<file path="config.mk">
export PLATFORM = sky130hd
export DESIGN_NAME = dma_gate_seq
export DESIGN_NICKNAME = d
export VERILOG_FILES = /design/src/rtl/dma_seq_pkg.sv /design/src/rtl/dma_lowest_pick.sv /design/src/rtl/dma_req_bank.sv /design/src/rtl/dma_burst_track.sv /design/src/rtl/dma_gate_seq.sv
export SDC_FILE = /design/constraint.sdc
export NUM_CORES = 1
export LEC_CHECK = 0
export CORE_MARGIN = 1
export CORE_UTILIZATION = 35
export DETAILED_ROUTE_END_ITERATION = 12
export PLACE_DENSITY = 0.68
export SYNTH_ARGS = -nofsm -noshare
export SYNTH_HDL_FRONTEND = slang
export SYNTH_SLANG_ARGS = --single-unit
</file>
<file path="constraint.sdc">
create_clock -name clk -period 2.5 [get_ports clk]
set_input_delay 0.5 -clock clk [delete_from_list [all_inputs] [get_ports clk]]
set_output_delay 0.5 -clock clk [all_outputs]
set_load 0.1 [all_outputs]
</file>
<file path="src/rtl/dma_seq_pkg.sv">
package dma_seq_pkg;
   typedef enum logic {
      HOLD_OFF = 1'b0,
      HOLD_ON  = 1'b1
   } hold_state_e;

   function automatic int unsigned idx_width(input int unsigned n);
      return (n < 2) ? 1 : $clog2(n);
   endfunction
endpackage

</file>
<file path="src/rtl/dma_lowest_pick.sv">
module dma_lowest_pick #(
   parameter int unsigned N    = 4,
   parameter int unsigned IDXW = 2
) (
   input  logic [N-1:0]    cand,
   output logic [N-1:0]    hit,
   output logic            any,
   output logic [IDXW-1:0] idx
);
   logic [N:0] seen;

   assign seen[0] = 1'b0;

   for (genvar i = 0; i < N; i++) begin : g_chain
      assign hit[i]    = cand[i] & ~seen[i];
      assign seen[i+1] = seen[i] | cand[i];
   end

   assign any = seen[N];

   always_comb begin
      idx = '0;
      for (int unsigned k = 0; k < N; k++) begin
         if (hit[k]) idx = IDXW'(k);
      end
   end
endmodule

</file>
<file path="src/rtl/dma_req_bank.sv">
module dma_req_bank #(
   parameter int unsigned N = 4
) (
   input  logic         clk,
   input  logic         rst_n,
   input  logic         glb_en,
   input  logic [N-1:0] ch_en,
   input  logic [N-1:0] req,
   input  logic [N-1:0] take,
   output logic [N-1:0] pend
);
   for (genvar i = 0; i < N; i++) begin : g_slot
      always_ff @(posedge clk or negedge rst_n) begin
         if (!rst_n) begin
            pend[i] <= 1'b0;
         end else if (!glb_en || !ch_en[i]) begin
            pend[i] <= 1'b0;
         end else begin
            pend[i] <= (pend[i] & ~take[i]) | req[i];
         end
      end
   end
endmodule

</file>
<file path="src/rtl/dma_burst_track.sv">
module dma_burst_track
   import dma_seq_pkg::*;
#(
   parameter int unsigned N     = 4,
   parameter int unsigned IDXW  = 2,
   parameter int unsigned BEATS = 4
) (
   input  logic            clk,
   input  logic            rst_n,
   input  logic            glb_en,
   input  logic [N-1:0]    ch_en,
   input  logic            pause,
   input  logic            hold_req,
   input  logic            start,
   input  logic [IDXW-1:0] start_ch,
   input  logic            start_ext,
   output logic            act_vld,
   output logic [IDXW-1:0] act_ch,
   output logic            act_ext,
   output logic            beat_go,
   output logic            hold_ack
);
   localparam int unsigned CNTW = $clog2(BEATS + 1);

   hold_state_e hold_q;
   logic        ch_live;

   assign ch_live  = glb_en & ch_en[act_ch];
   assign hold_ack = (hold_q == HOLD_ON);
   assign beat_go  = act_vld & ch_live & ~pause & ~(act_ext & hold_ack);

   if (BEATS > 1) begin : g_multi
      logic [CNTW-1:0] left_q;

      always_ff @(posedge clk or negedge rst_n) begin
         if (!rst_n) begin
            act_vld <= 1'b0;
            act_ch  <= '0;
            act_ext <= 1'b0;
            left_q  <= '0;
         end else if (act_vld) begin
            if (!ch_live) begin
               act_vld <= 1'b0;
            end else if (beat_go) begin
               if (left_q == CNTW'(1)) act_vld <= 1'b0;
               left_q <= left_q - CNTW'(1);
            end
         end else if (start) begin
            act_vld <= 1'b1;
            act_ch  <= start_ch;
            act_ext <= start_ext;
            left_q  <= CNTW'(BEATS - 1);
         end
      end
   end else begin : g_single
      logic unused_start;
      assign unused_start = start ^ start_ext ^ (^start_ch);
      assign act_vld = 1'b0;
      assign act_ch  = '0;
      assign act_ext = 1'b0;
   end

   always_ff @(posedge clk or negedge rst_n) begin
      if (!rst_n) begin
         hold_q <= HOLD_OFF;
      end else if (!hold_req) begin
         hold_q <= HOLD_OFF;
      end else if (!(act_vld && act_ext)) begin
         hold_q <= HOLD_ON;
      end
   end
endmodule

</file>
<file path="src/rtl/dma_gate_seq.sv">
module dma_gate_seq #(
   parameter int unsigned N_CH  = 4,
   parameter int unsigned BEATS = 4,
   parameter int unsigned CH_W  = dma_seq_pkg::idx_width(N_CH)
) (
   input  logic            clk,
   input  logic            rst_n,
   input  logic            glb_en,
   input  logic [N_CH-1:0] ch_en,
   input  logic            pause,
   input  logic            hold_req,
   input  logic [N_CH-1:0] req,
   input  logic [N_CH-1:0] ext_area,
   output logic            gnt_vld,
   output logic [CH_W-1:0] gnt_ch,
   output logic            gnt_ext,
   output logic            hold_ack,
   output logic [N_CH-1:0] pend,
   output logic [N_CH-1:0] busy
);
   if (N_CH < 2 || N_CH > 64) begin : g_bad_nch
      $error("dma_gate_seq: N_CH must lie in 2..64");
   end
   if (BEATS < 1) begin : g_bad_beats
      $error("dma_gate_seq: BEATS must be at least 1");
   end
   if (CH_W < $clog2(N_CH)) begin : g_bad_chw
      $error("dma_gate_seq: CH_W too narrow for N_CH");
   end

   logic [N_CH-1:0] take;
   logic [N_CH-1:0] start_cand;
   logic [N_CH-1:0] ext_block;
   logic            start;
   logic [CH_W-1:0] start_ch;
   logic            act_vld;
   logic [CH_W-1:0] act_ch;
   logic            act_ext;
   logic            beat_go;
   logic            start_open;

   assign ext_block  = ext_area & {N_CH{hold_req | hold_ack}};
   assign start_open = glb_en & ~pause & ~act_vld;
   assign start_cand = pend & ch_en & ~ext_block & {N_CH{start_open}};

   dma_req_bank #(.N(N_CH)) u_bank (
      .clk    (clk),
      .rst_n  (rst_n),
      .glb_en (glb_en),
      .ch_en  (ch_en),
      .req    (req),
      .take   (take),
      .pend   (pend)
   );

   dma_lowest_pick #(.N(N_CH), .IDXW(CH_W)) u_pick (
      .cand (start_cand),
      .hit  (take),
      .any  (start),
      .idx  (start_ch)
   );

   dma_burst_track #(.N(N_CH), .IDXW(CH_W), .BEATS(BEATS)) u_burst (
      .clk       (clk),
      .rst_n     (rst_n),
      .glb_en    (glb_en),
      .ch_en     (ch_en),
      .pause     (pause),
      .hold_req  (hold_req),
      .start     (start),
      .start_ch  (start_ch),
      .start_ext (ext_area[start_ch]),
      .act_vld   (act_vld),
      .act_ch    (act_ch),
      .act_ext   (act_ext),
      .beat_go   (beat_go),
      .hold_ack  (hold_ack)
   );

   assign gnt_vld = start | beat_go;

   always_comb begin
      gnt_ch  = '0;
      gnt_ext = 1'b0;
      if (beat_go) begin
         gnt_ch  = act_ch;
         gnt_ext = act_ext;
      end else if (start) begin
         gnt_ch  = start_ch;
         gnt_ext = ext_area[start_ch];
      end
   end

   for (genvar i = 0; i < N_CH; i++) begin : g_busy
      assign busy[i] = act_vld & (act_ch == CH_W'(i));
   end
endmodule

</file>
* Word-level counts from Yosys, hierarchy flattened
Index checks and enable logic that the tools add are counted.
** Storage, ports and cells
- Register bits after elaboration :: 12
- Input port bits :: 17
- Output and inout bits :: 13
** Cells by class
- $add $sub $neg :: 1
- Magnitude comparators :: 2
- Eq/ne operators :: 7
- Muxes and demuxes :: 26
- Bitwise operators :: 41
- Reduce and logical (&&, ||, !) cells :: 14
** Operators by type and width (count)
- $and A1 B1 Y1 :: 18
- $and A4 B4 Y4 :: 4
- $mux W1 :: 16
- $mux W3 :: 4
- $not A1 Y1 :: 9
- $or A1 B1 Y1 :: 9
- $mux W2 :: 4
- $lt A2 B3 Y1 const B :: 2
- $ne A2 B2 Y1 const B :: 3
- $logic_not A1 Y1 :: 5
- $bmux W1 S2 :: 2
- $eq A2 B2 Y1 const B :: 2
- $logic_or A1 B1 Y1 :: 4
- $not A4 Y4 :: 1
- $eq A3 B1 Y1 const B :: 1
- $reduce_and A3 Y1 :: 1
- $sub A3 B1 Y3 const B :: 1
- $eq A2 B1 Y1 const B :: 1
- $logic_not A2 Y1 :: 1
- $reduce_and A2 Y1 :: 1
- $reduce_bool A2 Y1 :: 1
- $logic_and A1 B1 Y1 :: 1

* Depth between registers and ports, before layout
Gate-level depths: netlist of the first run.
- Depth in word-level cells :: 14
- Mapped depth :: 6

* Cells and area by module
Synthesis of the first run repeated with hierarchy kept, for this count alone.
** Unflattened totals
- Cells, all modules :: 89
- Area, all modules :: 810.8 um^2
** Modules (own cells, without submodules)
- dma_burst_track :: times used 1, cells an instance 44, area each 426.7 um^2, sequential area each 200.2 um^2
- dma_req_bank :: times used 1, cells an instance 12, area each 165.2 um^2, sequential area each 100.1 um^2
- dma_gate_seq :: times used 1, cells an instance 22, area each 157.7 um^2, sequential area each 0.0 um^2
- dma_lowest_pick :: times used 1, cells an instance 11, area each 61.3 um^2, sequential area each 0.0 um^2

* Least setup slack after synthesis of the first run
Ideal clock, no wire load.
- Path kind :: flip-flop to output port
- Start :: register u_burst.hold_q (netlist: u_burst.hold_ack)
- End :: output port gnt_ch[1]
- Arrival time :: 3031 ps
- Data required time :: 2000 ps
- Slack :: -1031 ps
- Stages on the path, launching flop included :: 5
- Path buffers :: 0
- Cell sequence :: dfrtp_1 > o21ai_1 > nand3_1 > nand3_1 > o22ai_1
** On the way
- Longest elaborated chain between the ends :: 12
- Elaborated cells on any way between the ends :: 19
- Classes of those cells :: mux (4); bitwise (15)
** Ends and longest elaborated chain
- from (decl) :: line dma_burst_track.sv:25 : hold_state_e hold_q;
- from (signal assigned) :: line dma_burst_track.sv:65 : hold_q <= HOLD_OFF;
- from (signal assigned) :: line dma_burst_track.sv:67 : hold_q <= HOLD_OFF;
- from (signal assigned) :: line dma_burst_track.sv:69 : hold_q <= HOLD_ON;
- $or A1 B1 Y1 :: line dma_gate_seq.sv:42 : assign ext_block = ext_area & {N_CH{hold_req | hold_ack}};
- $and A4 B4 Y4 :: line dma_gate_seq.sv:42
- $not A4 Y4 :: line dma_gate_seq.sv:44 : assign start_cand = pend & ch_en & ~ext_block & {N_CH{start_open}};
- $and A4 B4 Y4 (2 in a row) :: line dma_gate_seq.sv:44
- $or A1 B1 Y1 :: line dma_lowest_pick.sv:16 : assign seen[i+1] = seen[i] | cand[i];
- $not A1 Y1 / $or A1 B1 Y1 (equally long branches) :: line dma_lowest_pick.sv:15, dma_lowest_pick.sv:16
- $and A1 B1 Y1 / $not A1 Y1 (equally long branches) :: line dma_lowest_pick.sv:15 : assign hit[i] = cand[i] & ~seen[i];
- $mux W2 / $and A1 B1 Y1 (equally long branches) :: line dma_lowest_pick.sv:24, dma_lowest_pick.sv:15
- $mux W2 :: line dma_lowest_pick.sv:24 : if (hit[k]) idx = IDXW'(k);
- $mux W2 :: line dma_gate_seq.sv:88 : end else if (start) begin
- $mux W2 * :: line dma_gate_seq.sv:85 : if (beat_go) begin
- to (decl) :: line dma_gate_seq.sv:15 : output logic [CH_W-1:0] gnt_ch,
Mark *: on every way between the ends. The rest lies on a longest branch, timed or not.

* Worst setup path after layout of the first run
- Start :: register u_burst.hold_q (netlist: u_burst.hold_ack)
- End :: output port gnt_ext
** On the way
- Longest elaborated chain between the ends :: 14
- Elaborated cells on any way between the ends :: 24
- Classes of those cells :: mux (7); bitwise (17)
** Ends and longest elaborated chain
- $or A1 B1 Y1 :: line dma_gate_seq.sv:42
- $and A4 B4 Y4 :: line dma_gate_seq.sv:42
- $not A4 Y4 :: line dma_gate_seq.sv:44
- $and A4 B4 Y4 (2 in a row) :: line dma_gate_seq.sv:44
- $not A1 Y1 / $or A1 B1 Y1 (equally long branches) :: line dma_lowest_pick.sv:15, dma_lowest_pick.sv:16
- $and A1 B1 Y1, or another cell as far along :: line dma_lowest_pick.sv:15
- $mux W1, or another cell as far along :: line dma_lowest_pick.sv:24
- $mux W2 / $and A1 B1 Y1 (equally long branches) :: line dma_lowest_pick.sv:24, dma_lowest_pick.sv:15
- $mux W2 :: line dma_lowest_pick.sv:24
- $bmux W1 S2 :: line dma_gate_seq.sv:90 : gnt_ext = ext_area[start_ch];
- $mux W1 (not written as such) :: line dma_gate_seq.sv:90
- $mux W1 :: line dma_gate_seq.sv:88
- $mux W1 * :: line dma_gate_seq.sv:85
- to (decl) :: line dma_gate_seq.sv:16 : output logic gnt_ext,
Mark *: on every way between the ends. The rest lies on a longest branch, timed or not. The select of a mux whose other input is x is not followed.

==> flow_summary.yaml, run 1 <==
outcome:
  status: "completed"
routing:
  dr.pass1.iters: 5
  drtIter0Drc: 24
  viasPerCell: 5.32
  drc_errors: 0
  ant_nets: 0
  vias: 915
  totalWireLength_um: 2500
  avgRoutedWirePerCell_um: 14.6
cells_and_area:
  design_area_um2: 1410
  diodes: 0
  syn_to_final_growth_pct: 72.2
  final.fill_count: 203
  multi_input_area_um2: 556
  seqCellArea_um2: 308
  nets: 164
  final_layout_size_suffix_gt1_share_pct: 45.1
  fin_util_pct: 63.7
critical_path:
  cpMaxStageDelayCell: "dfrtp_2"
  rr_endpoint: "u_bank.pend[2]"
  cp-startpoint: "u_burst.hold_ack"
  reg2reg_depth: 7
  cp_top_family: "compound AO/OA/AOI/OAI gates"
  critPathBufInv: 1
  reg2reg_from: "u_burst.act_vld"
  crit_path_start_kind: "flip-flop"
  cp_max_fo: 8
  r2r_slack_ns: 0.63
  path_depth: 6
  cp_data_arrival_time_ns: 1.92
  worstPathCellList: "o21ai_4, o2111ai_2, a211o_1, a2bb2oi_2, o21ai_2, buf_12"
  required_ns: 2.00
  cp-endpoint: "gnt_ext"
  critPathKind: "flip-flop to primary output"
  critPathMaxStageDelay_ns: 0.49
  cp-end-kind: "primary output"
global_routing:
  antenna_found_initial: 0
  grt_pass1_vias: 897
  track_usage_pct: 20.9
  gr-total-overflow: 0
  grt_pass1_wl_um: 3930
  grt_max_degree: 13
floorplanning:
  die_w_um: 50.4
  ios: 30
  die_area_um2: 2540
  coreArea_um2: 2210
  start_util_pct: 37.0
  rows: 17
  fp.dieH_um: 50.4
pwr:
  powerDensity_nw_per_um2: 456
  p_seq_share_pct: 39.1
  clkPwrFrac_pct: 25.0
  power.leakage_nw: 0.685
  power.internal_mw: 0.402
  switchingPower_mw: 0.241
  swShare_pct: 37.5
  combPwrFrac_pct: 35.9
  vdd_ir_drop_max_uv: 328
clocking:
  cts.sinks: 12
  cts.clk_slew.worst_paths_ns: 0.08
  clk_latency_ns: 0.28
  h-tree-depth: 1
  cts_tree: "yes"
  root_buffer: "clkbuf_4"
  ctsLongestPathBuffers: 2
  cts_hold_buffers: 0
  numCtsBuffers: 3
timing:
  final.min_clock_period_ns: 2.42
  finalSetupViolations: 0
  max_freq_mhz: 413
  finalHoldViolations: 0
  slew_headroom_pct: 62.5
  tightest_slew_ns: 0.560
  fin_crit_sh_pct: 96.9
  finClkSkew_ns: 0.00111
  finalMaxSlewViolations: 0
  rsz0062_at_grt: "false"
yosys:
  synth_cell_types: 35
  yosysWarnings: 0
  synthTopCellsByArea: "dfrtp_1 37%, nand2_1 7.3%, inv_1 3.7%, a21oi_1 3.1%, ha_1 3.1%"
  syn_avg_cell_area_um2: 8.71
  synth_edf_count: 0
  seq_area_frac_synth_pct: 36.7
  synth.most_common_cell: "nand2_1"
  synthFlopType: "dfrtp_1"
  yosys-top-cells-count: "16 x nand2_1, 12 x dfrtp_1, 8 x inv_1"
  synth_async_sr_flop_share_pct: 100
  synth_cells: 94
  yosysTopAreaCellShare_pct: 36.7
  synth-seq-cells: 12
  post-synth-top-area-cell: "dfrtp_1"
  synth_nets: 113
  netlist_area_um2: 818
placement:
  routabilityCongestion: 0.849
  port_buffers: 29
  dp_hpwl_um: 1820
  dpl_cell_area_um2: 1280
hold_path:
  hold_path_class: "flip-flop to flip-flop"
  holdCritStartpoint: "u_burst.g_multi.left_q[1]"
flow_run:
  drv_cap: 0
==> worst min-delay path by stage <==
| stage | end | slack, ns | cells after the start |
|---|---|---|---|
| 2_1_floorplan | u_bank.pend[0] | 0.20 | 0 |
| 4_1_cts | u_burst.g_multi.left_q[1] | 0.50 | 2 |
| 3_3_place_gp | u_burst.g_multi.left_q[1] | 0.48 | 2 |
| 3_5_place_dp | u_burst.g_multi.left_q[1] | 0.48 | 2 |
| 5_1_grt | u_bank.pend[0] | 0.53 | 3 |
| 6_report | u_burst.g_multi.left_q[1] | 0.51 | 2 |
==> routing by layer <==
metal / share of wire [%] / track usage, % / up-vias
li1: - / - / 437
met1: 43 / 24.9 / 435
met2: 50 / 35.8 / 41
met3: 7.2 / 6.06 / 2
met5: 0 / 0 / -
met4: 0.48 / 6.94 / 0
==> cell type report <==
cell class	instances	share of cell area, %
timing repair buffer	48	31.5
tap	28	2.49
sequential	12	21.8
inverter	8	2.13
multi-input combinational	72	39.4
clock buffer	4	2.58
==> repair_timing <==
item | CTS | global route
endpoints found under the hold margin | 0 | 0
setup buffers | 3 | 2
pin swaps | 6 | 6
gates cloned | 0 | 0
setup endpoints to repair | 4 | 2
resized for setup | 15 | 9
==> worst reg2reg max path, delay by kind of cell (launching register included) <==
kind / cells / cell delay (ns)
AND/OR/NAND/NOR: 2 / 0.38
AO/OA/AOI/OAI: 2 / 0.45
buffers and inverters: 3 / 0.44
flip-flops: 1 / 0.48
==> sequential cells by signal (all words and copies together) (netlist names) <==
register                cells
u_burst.act_ext             1
u_burst.hold_ack            1
u_burst.act_ch              2
u_burst.g_multi.left_q      3
u_bank.pend                 4
u_burst.act_vld             1
==> metrics by stage <==
stage	std cells	setup WS [ns]	power, mW	setup TNS, ns	hold slack, ns
2_1_floorplan	94	-0.0291	0.391	-0.0582	0.204
3_3_place_gp	163	-0.181	0.469	-0.421	0.479
3_5_place_dp	163	-0.274	0.475	-0.599	0.484
4_1_cts	170	0.00511	0.638	0	0.502
5_1_grt	172	0.0178	0.679	0	0.531
6_report	172	0.0766	0.642	0	0.506
==> layout by cell type, fill, tap and decap left out, types with 2 or more instances in the layout <==
cell / netlist / routed
and3_4: 2 / 2
buf_4: 1 / 28
a32oi_2: 0 / 2
clkdlybuf4s50_1: 0 / 5
ha_1: 2 / 2
dlygate4sd2_1: 0 / 7
dfrtp_2: 0 / 6
and3_2: 2 / 2
o21a_1: 3 / 3
o21ai_2: 0 / 4
dlymetal6s2s_1: 0 / 3
clkbuf_4: 0 / 3
and3_1: 3 / 3
inv_1: 8 / 8
nor2_1: 6 / 6
nand3_1: 5 / 5
a21oi_1: 5 / 5
dfrtp_1: 12 / 6
nand2_1: 16 / 15
buf_12: 0 / 4
==> kinds of logic after synthesis <==
group,count (synthesis),share of synthesized area (%)
flip-flops,12,36.7
AND/OR/NAND/NOR,41,28.1
XOR/XNOR,2,2.14
multiplexers,1,2.75
buffers and inverters,10,5.20
AO/OA/AOI/OAI,26,22.0
adder cells (fa/ha/maj),2,3.06
==> power groups by stage <==
stage               clock network [mW]  registers, mW  logic [mW]
finish                           0.161          0.251       0.230
global placement                     0          0.251       0.217
floorplan                            0          0.273       0.118
detailed placement                   0          0.252       0.223
CTS                              0.163          0.250       0.225
global route                     0.173          0.255       0.251
No activity file was read; power rests on OpenSTA's default activity.
==> run 2: changes to the inputs <==
--- a/config.mk
+++ b/config.mk
@@ -5,10 +5,13 @@
 export SDC_FILE = /design/constraint.sdc
 export NUM_CORES = 1
 export LEC_CHECK = 0
+export CAP_MARGIN = 20
 export CORE_MARGIN = 1
 export CORE_UTILIZATION = 35
 export DETAILED_ROUTE_END_ITERATION = 12
-export PLACE_DENSITY = 0.68
+export PLACE_DENSITY = 0.69
+export SLEW_MARGIN = 20
 export SYNTH_ARGS = -nofsm -noshare
 export SYNTH_HDL_FRONTEND = slang
+export SYNTH_HIERARCHICAL = 1
 export SYNTH_SLANG_ARGS = --single-unit
==> run 2 against run 1 <==
  * The flow now finishes with violations (setup timing)
  * Sequential power decreased by 6%
  * Power decreased by 16%
  * Register-to-register slack worse by 0.17 ns
  * Worst setup slack lost 0.45 ns
  * Design area grew 6.2%
  * Utilization rose by 4.6 points
  * Via count decreased by 0.98%
  * Synthesized area is 0.92% lower
  * Wire length increased by 1.3%
  * Global-route usage rose by 2.6 points
  * Sequential cell count did not move
==> flow_summary.yaml, run 2 <==
outcome:
  status: "complete, but fails checks"
  violations: "setup timing"
critical_path:
  r2r_slack_ns: 0.46
  cp-end-kind: "primary output"
  cpMaxStageDelayCell: "mux4_2"
  cp_max_fo: 4
  worstPathCellList: "clkdlybuf4s15_2, nor3b_4, and4_4, nand2b_4, a21oi_4, mux4_2, a22o_4, buf_12"
  critPathKind: "input pin to primary output"
  cp_data_arrival_time_ns: 2.38
  required_ns: 2.00
  crit_path_start_kind: "input pin"
  critPathMaxStageDelay_ns: 0.54
yosys:
  syn_avg_cell_area_um2: 9.11
  synth_async_sr_flop_share_pct: 100
  netlist_area_um2: 811
  synth-seq-cells: 12
  seq_area_frac_synth_pct: 37.0
  synth_cells: 89
  synthTopCellsByArea: "dfrtp_1 37%, nand2_1 7.4%, o211a_1 4.9%, nor2b_1 4.6%, and4_1 4.3%"
  post-synth-top-area-cell: "dfrtp_1"
  yosys-top-cells-count: "16 x nand2_1, 12 x dfrtp_1, 6 x nor2b_1, 6 x o21ai_0"
  yosysWarnings: 6
  synthFlopType: "dfrtp_1"
  synth.most_common_cell: "nand2_1"
  synth_edf_count: 0
  synth_nets: 108
  yosysTopAreaCellShare_pct: 37.0
  synth_cell_types: 31
clocking:
  cts_tree: "yes"
  cts.clk_slew.worst_paths_ns: 0.08
  numCtsBuffers: 3
  root_buffer: "clkbuf_4"
  cts_hold_buffers: 0
  cts.sinks: 12
  ctsLongestPathBuffers: 2
  h-tree-depth: 1
  clk_latency_ns: 0.27
timing:
  finalSetupViolations: 4
  finalHoldViolations: 0
  tightest_slew_ns: 0.577
  fin_crit_sh_pct: 115
  hold_slack_ns: 0.490
  finClkSkew_ns: 0.00901
  slew_headroom_pct: 61.4
  fin_ws_ns: -0.376
  final.min_clock_period_ns: 2.88
  rsz0062_at_grt: "true"
  max_freq_mhz: 348
  finalMaxSlewViolations: 0
floorplanning:
  coreArea_um2: 2190
  die_w_um: 50.1
  fp.dieH_um: 50.1
  start_util_pct: 37.0
  rows: 17
  ios: 30
  die_area_um2: 2510
pwr:
  power.leakage_nw: 0.771
  vdd_ir_drop_max_uv: 241
  powerDensity_nw_per_um2: 360
global_routing:
  grt_max_degree: 13
  antenna_found_initial: 0
  grt_pass1_vias: 929
  gr-total-overflow: 0
  track_usage_pct: 23.5
  grt_pass1_wl_um: 4340
routing:
  drc_errors: 0
  avgRoutedWirePerCell_um: 14.1
  totalWireLength_um: 2540
  drtIter0Drc: 17
  dr.pass1.iters: 4
  viasPerCell: 5.03
  vias: 906
  ant_nets: 0
cells_and_area:
  nets: 172
  final_cell_mix: "39 x buf_4, 15 x nand2_1, 8 x dlygate4sd2_1"
  final.fill_count: 156
  diodes: 0
  final_common_cell: "buf_4"
  final_layout_size_suffix_gt1_share_pct: 49.3
  fin_cells: 180
  top_register: "u_bank/pend"
  largest_reg_flops: 4
  reg_top3: "u_bank/pend: 4 flops, u_burst/g_multi.left_q: 3 flops, u_burst/act_ch: 2 flops"
  syn_to_final_growth_pct: 84.6
hold_path:
  hold_path_class: "flip-flop to flip-flop"
placement:
  port_buffers: 29
  routabilityCongestion: 0.837
  dp_hpwl_um: 1800
  placedCellCount: 171
flow_run:
  drv_cap: 0
==> run 2: logic make-up after synthesis <==
family | Yosys count | share of synthesized area, %
mux | 5 | 8.33
compound gates | 19 | 16.8
simple gates | 45 | 31.5
fa+ha+maj | 2 | 3.09
buf+inv | 6 | 3.24
flops | 12 | 37.0
==> run 2: through the flow <==
| step | total power [mW] | area (um2) | setup TNS (ns) | util (%) | setup slack, ns |
|---|---|---|---|---|---|
| CTS | 0.545 | 1500 | -0.507 | 68.5 | -0.376 |
| floorplan | 0.329 | 847 | -0.358 | - | -0.186 |
| finish | 0.539 | 1500 | -0.562 | 68.3 | -0.376 |
| global placement | 0.407 | 1380 | -1.67 | 62.9 | -0.667 |
| detailed placement | 0.410 | 1380 | -2.08 | 62.9 | -0.757 |
| global route | 0.580 | 1500 | -0.919 | 68.3 | -0.482 |
==> run 2: worst paths after layout <==
| path | from | endpoint | cells past startpoint |
|---|---|---|---|
| worst min-delay path | u_burst/g_multi.left_q[2] | u_burst/g_multi.left_q[2] | 1 |
| max in group asynchronous | rst_n | u_burst/hold_ack | 1 |
| worst min register to register | u_burst/g_multi.left_q[2] | u_burst/g_multi.left_q[2] | 1 |
| min in group asynchronous | rst_n | u_burst/act_vld | 1 |
| worst max-delay path | glb_en | gnt_ext | 8 |
| worst max register to register | u_burst/hold_ack | u_burst/g_multi.left_q[0] | 11 |
==> run 2: layer usage <==
layer	vias up	track usage, %	wire, um
met5	-	0	0
met4	0	10.5	53
met3	6	3.33	105
met2	29	39.1	1260
met1	423	29.9	1120
li1	448	-	-
==> run 2: report_power, final <==
| part | internal (mW) | switching (mW) |
|---|---|---|
| logic | 0.0761 | 0.0956 |
| registers | 0.214 | 0.0230 |
| clock network | 0.0617 | 0.0690 |
==> run 2: repair_timing <==
action	4_1_cts	5_1_grt
gates resized for setup	35	3
endpoints found under the hold margin	0	0
setup endpoints to repair	4	4
buffers inserted	5	0
pin swaps	11	2
==> run 2: worst max-delay path, delay by kind of cell <==
kind / cells / cell delay, ns
muxes: 1 / 0.54
AOI/OAI and AO/OA: 2 / 0.38
buffers and inverters: 2 / 0.35
and+or+nand+nor: 3 / 0.60
==> run 2: cell type report <==
| class | instances | area (um2) | area share, % |
|---|---|---|---|
| clock buffer | 4 | 26.3 | 1.76 |
| inverter | 5 | 18.8 | 1.25 |
| multi-input combinational | 71 | 577 | 38.5 |
| sequential | 12 | 309 | 20.7 |
| tap | 28 | 35.0 | 2.34 |
| timing repair buffer | 60 | 531 | 35.5 |
==> run 3: changes to the inputs <==
--- a/config.mk
+++ b/config.mk
@@ -5,6 +5,7 @@
 export SDC_FILE = /design/constraint.sdc
 export NUM_CORES = 1
 export LEC_CHECK = 0
+export ABC_CLOCK_PERIOD_IN_PS = 2500
 export CAP_MARGIN = 20
 export CORE_MARGIN = 1
 export CORE_UTILIZATION = 35
==> results of run 3 <==
No change in the layout: final DEF, timing and power equal those of run 2.
